===== config.mk =====
export PLATFORM = sky130hd
export DESIGN_NAME = usb_line_event_detector
export DESIGN_NICKNAME = d
export VERILOG_FILES = /design/src/rtl/usb_lse_pkg.sv /design/src/rtl/usb_lse_sync.sv /design/src/rtl/usb_lse_decode.sv /design/src/rtl/usb_lse_timer.sv /design/src/rtl/usb_line_event_detector.sv
export SDC_FILE = /design/constraint.sdc
export NUM_CORES = 1
export LEC_CHECK = 0
export BUFFER_PORTS_ARGS = -buffer_cell sky130_fd_sc_hd__buf_2
export CAP_MARGIN = 20
export CELL_PAD_IN_SITES_DETAIL_PLACEMENT = 1
export CELL_PAD_IN_SITES_GLOBAL_PLACEMENT = 2
export CORE_MARGIN = 4
export CORE_UTILIZATION = 40
export CTS_CLUSTER_DIAMETER = 40
export DETAILED_ROUTE_END_ITERATION = 6
export PLACE_DENSITY = 0.77
export REMOVE_ABC_BUFFERS = 1
export SLEW_MARGIN = 20
export SYNTH_ARGS = -nofsm -noshare
export SYNTH_HDL_FRONTEND = slang
export SYNTH_HIERARCHICAL = 1
export SYNTH_SLANG_ARGS = --single-unit

===== constraint.sdc =====
create_clock -name clk -period 2 [get_ports clk]
set_input_delay 0.3 -clock clk [delete_from_list [all_inputs] [get_ports clk]]
set_output_delay 0.3 -clock clk [all_outputs]
set_load 0.01 [all_outputs]

===== src/rtl/usb_lse_pkg.sv =====
package usb_lse_pkg;

  // Line state encoding equals the synchronised {D+, D-} pair.
  typedef enum logic [1:0] {
    LS_SE0 = 2'b00,
    LS_K   = 2'b01,
    LS_J   = 2'b10,
    LS_SE1 = 2'b11
  } line_state_t;

  localparam int NUM_EV    = 3;
  localparam int EV_RESUME = 0;
  localparam int EV_IDLE   = 1;
  localparam int EV_ATTACH = 2;

  // Cycles of a clock at clk_hz that fit in ns nanoseconds, at least one.
  function automatic int unsigned cycles_from_ns(longint unsigned clk_hz,
                                                 longint unsigned ns);
    longint unsigned q;
    q = (clk_hz * ns) / 64'd1_000_000_000;
    if (q == 64'd0) q = 64'd1;
    return q[31:0];
  endfunction

  // Counter width able to hold the value lim.
  function automatic int unsigned count_width(int unsigned lim);
    return (lim < 2) ? 1 : $clog2(lim + 1);
  endfunction

endpackage


===== src/rtl/usb_lse_sync.sv =====
module usb_lse_sync #(
  parameter int WIDTH  = 2,
  parameter int STAGES = 2
) (
  input  logic             clk,
  input  logic             rst_n,
  input  logic [WIDTH-1:0] d_i,
  output logic [WIDTH-1:0] q_o
);

  logic [STAGES-1:0][WIDTH-1:0] stage_q;

  always_ff @(posedge clk or negedge rst_n) begin
    if (!rst_n) begin
      stage_q <= '0;
    end else begin
      stage_q[0] <= d_i;
      for (int i = 1; i < STAGES; i++) begin
        stage_q[i] <= stage_q[i-1];
      end
    end
  end

  assign q_o = stage_q[STAGES-1];

endmodule


===== src/rtl/usb_lse_decode.sv =====
module usb_lse_decode
  import usb_lse_pkg::*;
(
  input  logic        clk,
  input  logic        rst_n,
  input  logic [1:0]  lines_i,    // {D+, D-} after synchronisation
  output line_state_t state_o,
  output logic        activity_o
);

  line_state_t prev_q;

  assign state_o    = line_state_t'(lines_i);
  assign activity_o = (state_o != prev_q);

  always_ff @(posedge clk or negedge rst_n) begin
    if (!rst_n) prev_q <= LS_SE0;
    else        prev_q <= state_o;
  end

endmodule


===== src/rtl/usb_lse_timer.sv =====
module usb_lse_timer
  import usb_lse_pkg::*;
#(
  parameter int unsigned LIMIT = 30
) (
  input  logic clk,
  input  logic rst_n,
  input  logic restart_i,
  input  logic run_i,
  output logic hit_o
);

  localparam int unsigned    CW   = count_width(LIMIT);
  localparam logic [CW-1:0]  FULL = CW'(LIMIT);
  localparam logic [CW-1:0]  LAST = CW'(LIMIT - 1);

  logic [CW-1:0] cnt_q;

  // Saturating count of qualifying cycles since the last restart.
  always_ff @(posedge clk or negedge rst_n) begin
    if (!rst_n) begin
      cnt_q <= '0;
    end else if (restart_i || !run_i) begin
      cnt_q <= '0;
    end else if (cnt_q != FULL) begin
      cnt_q <= cnt_q + CW'(1);
    end
  end

  assign hit_o = run_i && !restart_i && (cnt_q == LAST);

endmodule


===== src/rtl/usb_line_event_detector.sv =====
module usb_line_event_detector
  import usb_lse_pkg::*;
#(
  parameter int unsigned CLK_HZ      = 12_000_000,
  parameter int          SYNC_STAGES = 2
) (
  input  logic clk,
  input  logic rst_n,
  input  logic dp_i,
  input  logic dm_i,
  input  logic host_en_i,
  input  logic resume_en_i,
  output logic evt_resume_o,
  output logic evt_idle_o,
  output logic evt_attach_o
);

  localparam int unsigned SHORT_CYC = cycles_from_ns(CLK_HZ, 2_500);
  localparam int unsigned LONG_CYC  = cycles_from_ns(CLK_HZ, 3_000_000);

  function automatic int unsigned limit_for(int idx);
    case (idx)
      EV_IDLE: return LONG_CYC;
      default: return SHORT_CYC;
    endcase
  endfunction

  logic [1:0]        lines_sync;
  line_state_t       line_state;
  logic              activity;
  logic [NUM_EV-1:0] ev_run;
  logic [NUM_EV-1:0] ev_hit;
  logic [NUM_EV-1:0] evt_q;

  usb_lse_sync #(.WIDTH(2), .STAGES(SYNC_STAGES)) u_sync (
    .clk   (clk),
    .rst_n (rst_n),
    .d_i   ({dp_i, dm_i}),
    .q_o   (lines_sync)
  );

  usb_lse_decode u_decode (
    .clk        (clk),
    .rst_n      (rst_n),
    .lines_i    (lines_sync),
    .state_o    (line_state),
    .activity_o (activity)
  );

  always_comb begin
    ev_run[EV_RESUME] = (line_state == LS_K) && resume_en_i;
    ev_run[EV_IDLE]   = (line_state == LS_J);
    ev_run[EV_ATTACH] = host_en_i && (line_state != LS_SE0);
  end

  for (genvar g = 0; g < NUM_EV; g++) begin : g_timer
    usb_lse_timer #(.LIMIT(limit_for(g))) u_timer (
      .clk       (clk),
      .rst_n     (rst_n),
      .restart_i (activity),
      .run_i     (ev_run[g]),
      .hit_o     (ev_hit[g])
    );
  end

  always_ff @(posedge clk or negedge rst_n) begin
    if (!rst_n) evt_q <= '0;
    else        evt_q <= ev_hit;
  end

  assign evt_resume_o = evt_q[EV_RESUME];
  assign evt_idle_o   = evt_q[EV_IDLE];
  assign evt_attach_o = evt_q[EV_ATTACH];

endmodule


# Word-level counts from Yosys, hierarchy flattened
# Cells that the tools add are included.
# op_classes
n_reduce_logical,19
magnitude_cmp,0
n_addsub,3
muxes,6
n_div,0
n_mul,0
n_bitwise,0
n_eq_ne,9
shifts,0
# ops
cell,n
16-bit 2-to-1 mux,2
5-bit 2-to-1 mux,4
"16-bit by 1-bit adder with 16-bit output, second input constant",1
"16-bit == test, second input constant",1
"16-bit inequality test, second input constant",1
"5-bit by 1-bit adder with 5-bit output, second input constant",2
"5-bit == test, second input constant",2
"5-bit inequality test, second input constant",2
1-bit logical AND,8
2-bit nonzero test,4
1-bit zero test,4
1-bit logical OR,3
"2-bit by 1-bit == test with 1-bit output, second input constant",1
"2-bit == test, second input constant",1
2-bit inequality test,1
# totals
input_bits,6
register_bits,35
rom_bits,0
memories,0
latch_bits,0
mem_bits_rw,0

# Longest topological paths before layout
# depth
depth_word,5
ltp_mapped,8
mapped_depth_nobuf,6

# Modules after synthesis
# Netlist, hierarchy kept.
# modules_own_cells
mod,instances,cells_each,area_per_inst_um2
usb_lse_timer at g_timer[1].u_timer,1,98,957.2
usb_lse_timer at g_timer[0].u_timer ...,2,33,336.6
usb_lse_sync,1,6,115.1
usb_line_event_detector,1,6,101.3
usb_lse_decode,1,7,86.3

# Least setup slack after synthesis
# OpenSTA, ideal clock, no wires.
# synth_path
path_type,reg2reg
startpoint,register u_sync.stage_q (netlist bit u_sync/q_o[0])
endpoint,register g_timer[1].u_timer.cnt_q[0]
slack_ps,184
n_path_buf,2
arrival_time_ps,1691
setup_ps,125
period_less_slack_ps,1816
path_stages_with_launch,8
path_cell_list,dfrtp_1 > buf_4 > xnor2_1 > nand2_1 > nand2b_1 > buf_6 > nor4_4 > mux2_4
# synth_via
elab_cells_between_ends,6
classes_between,eq/ne: 2; mux: 1; reduce/logical: 3
# synth_rtl
element,line,text
from (decl),usb_lse_sync.sv:11,logic [STAGES-1:0][WIDTH-1:0] stage_q;
"from (signal, indexed assignment)",usb_lse_sync.sv:19,stage_q[i] <= stage_q[i-1];
2-bit inequality test (*),usb_lse_decode.sv:14,assign activity_o = (state_o != prev_q);
net activity,usb_line_event_detector.sv:30,logic activity;
1-bit logical OR (*),usb_lse_timer.sv:23,end else if (restart_i || !run_i) begin
16-bit 2-to-1 mux / 2-bit nonzero test (equally long branches),-,
to (signal assigned),usb_lse_timer.sv:26,cnt_q <= cnt_q + CW'(1);
to (decl),usb_lse_timer.sv:17,logic [CW-1:0] cnt_q;
# Mark *: on every way through the listed nets, which the timed path passes. The rest lies on a longest branch.
# A chain may end at the register's enable or synchronous reset.

# Final worst setup path
# Same ends and word-level chain as after synthesis.

==> results.md <==
* Pre-antenna DRT Iters at 4
* Die Y at roughly 78 µm
* Layout Cells excl Fill at roughly 250
* Met1 Wirelength at 1.85 mm
* Global-route usage over all layers at 15.8%
* Clk slew on worst S/H paths at 80 ps
* Area leader, netlist: dfrtp_1
* Met2 wire len at 2.18 mm
* Fill cells at between 500 and 600
* Top cells by area, synth: dfrtp_1, ha_1, xnor2_1, nor2_1, mux2i_1
* DRC at 0
* Top cells by count, synth: dfrtp_1, nor2_1, nand2_1
* RSZ-0062 raised after global routing: no
* Max rail drop VDD at 293 µV
* Slew @ Worst Pin at 797 ps
* R2R cell count at 5
* WL per Instance at about 17 µm
* DIE AREA at about 6000 µm²
* Register bit total from synthesis at 35
* Num CTS Buffers at 5
* HP Class: input pin to asynchronous set/reset pin
* CTS Hold Bufs at 0
* CORE AREA at 4690 µm²
* Worst reg2reg path endpoint: g_timer[1].u_timer/cnt_q[0]
* Vias in the first global route at 1540
* Routed vias/inst at 5.65
* CTS tree: done
* Die X at 77.5 µm
* Post-synth EDFFs at 0
* ANT cells at 0
* Rel. slew slack at 46.8%
* Most common cell in the netlist: dfrtp_1
* Fin area at 2060 µm²
* Post-synthesis cell type count at 42
* Via count at 1390
* Area Growth Syn to Fin at 6.80%
* Mapped Area at 1930 µm²
* I/O pins at 9
* Initial Util at between 40% and 50%
* Drt total wl at around 4.2 mm
* Routability congestion estimate at roughly 0.76
* Status: completed
* Met3 WL at 103 µm
* Clock Tree Buf Depth at 2
* Reg2reg setup slack at 340 ps
* Ys async rst share at 100%
* Max-slew violations at 0
* Synth Flop Type: dfrtp_1
* Std-Cell Rows at 25
* Pleak at 0.833 nW
* Share of cells above drive strength 1 at between 15 and 20%
* DRT iter0 DRCs at 41
* Required @ worst endpoint at roughly 2200 ps
* Cells after DPL at 238
* IO buf count at 8
* Antenna violations before repair at 0
* Remaining global-route overflow at 0
* Post-CTS Setup Bufs at 0
* Clk sinks at 35
* PostCTS Resize Cnt at 0
* Setup CP Type: register to register
* PwrDens at between 600 and 700 nW/µm²
* H-Tree Depth at 2
* Mapped Cells at 183
* Crit Path Max Fanout at 5
* Largest net degree at the start of global routing at 36
* Crit path DAT at 1840 ps
* YS warnings at 6
* Final #Nets at about 210
* Global-route wire length before repair at about 7.5 mm
* Crit path capture type: register
* Detailed placement HPWL at around 3.0 mm
* Max-Cap Viols at 0
* Routed Antenna Nets at 0
* Final period util at 83.1%
* Clk Latency, worst-skew pair at just under 300 ps
* Min Clock Period, post-route at 1660 ps
* Startpoint Class: register
* Max Freq at 0.602 GHz
* Top layer in use: met4
* Area post-placement at around 2000 µm²
* Setup violations, final at 0
* Area share of the largest cell type after synthesis at a little under half
* Final hold vios at 0
* Register area share after synthesis at 45.3%
* Clock Tree Root: clkbuf_8
* R2r startpoint: u_sync/q_o[0]
* Clock Skews at just under 10 ps
* Mean area per synthesized cell at 10.6 µm²
* Total Neg Setup Slack at 0 ps
## placed cells by master (no fill, tap or decap), types with 6 or more instances in the layout
| cell | synthesis | layout |
|---|---|---|
| a211oi_1 | 6 | 6 |
| dfrtp_1 | 35 | 35 |
| nor2_1 | 20 | 20 |
| nand2_1 | 13 | 13 |
| inv_1 | 10 | 10 |
| ha_1 | 8 | 8 |
| xnor2_1 | 11 | 11 |
| nor3_1 | 6 | 6 |
| nand4_1 | 6 | 6 |
| buf_2 | 0 | 8 |
## cell type report
cell class	instances	area, µm²	share of cell area [%]
tap	54	67.6	3.27
inverter	10	37.5	1.82
clock inverter	3	15.0	0.727
timing repair buffer	10	55.1	2.67
multi-input combinational	129	945	45.8
clock buffer	5	68.8	3.33
sequential	35	876	42.4
## kinds of logic after synthesis
family                   count (synthesis)  share of synthesized area (%)
AO/OA/AOI/OAI                           18                           6.47
multiplexers                             6                           3.37
XOR/XNOR                                12                           5.44
AND/OR/NAND/NOR                         85                           28.4
buffers and inverters                   19                           5.83
flip-flops                              35                           45.3
adder cells (fa/ha/maj)                  8                           5.18
## through the flow
stage          util, %  hold WS, ps  power, mW  worst slack, ps
2_1_floorplan        -         4.41      0.766             80.3
3_3_place_gp      42.2          340      0.797              384
3_5_place_dp      42.2          342      0.802              340
4_1_cts           44.0          112       1.32              315
5_1_grt           44.0          102       1.36              181
6_report          44.0         84.5       1.30              339
## worst max-delay path, stage by stage (launching register included)
cell	delay [ps]
dfrtp_1	420
xnor2_1	150
nand2_1	80
nand2b_1	200
nor4_4	380
mux2_4	330
## sequential cells by signal, indices dropped and copies added, names as in the netlist
| signal | count |
|---|---|
| g_timer.u_timer/cnt_q | 26 |
| u_sync/stage_q | 2 |
| evt_q | 3 |
| u_decode/prev_q | 2 |
| u_sync/q_o | 2 |
## layer usage
metal / up-vias / GRT usage (%)
met4: 0 / 4.27
met2: 13 / 26.9
met3: 4 / 4.87
met1: 717 / 19.2
li1: 656 / -
met5: - / 0
## worst max-delay path by stage
stage,cells after the start,endpoint,from,slack (ps)
floorplan,5,g_timer[1].u_timer/cnt_q[0],u_sync/q_o[0],80
global placement,5,g_timer[1].u_timer/cnt_q[0],u_sync/q_o[0],380
detailed placement,5,g_timer[1].u_timer/cnt_q[0],u_sync/q_o[0],340
CTS,5,g_timer[1].u_timer/cnt_q[0],u_sync/q_o[0],310
global route,7,evt_q[1],u_sync/q_o[0],180
finish,5,g_timer[1].u_timer/cnt_q[0],u_sync/q_o[0],340
## power breakdown
part / internal (mW) / leakage [nW] / switching (mW)
Sequential: 0.716 / 0.475 / 0.00969
Clock: 0.238 / 0.0477 / 0.271
Combinational: 0.0230 / 0.310 / 0.0373
Total: 0.978 / 0.833 / 0.318
Note: power is estimated with default switching activity, not from simulation.
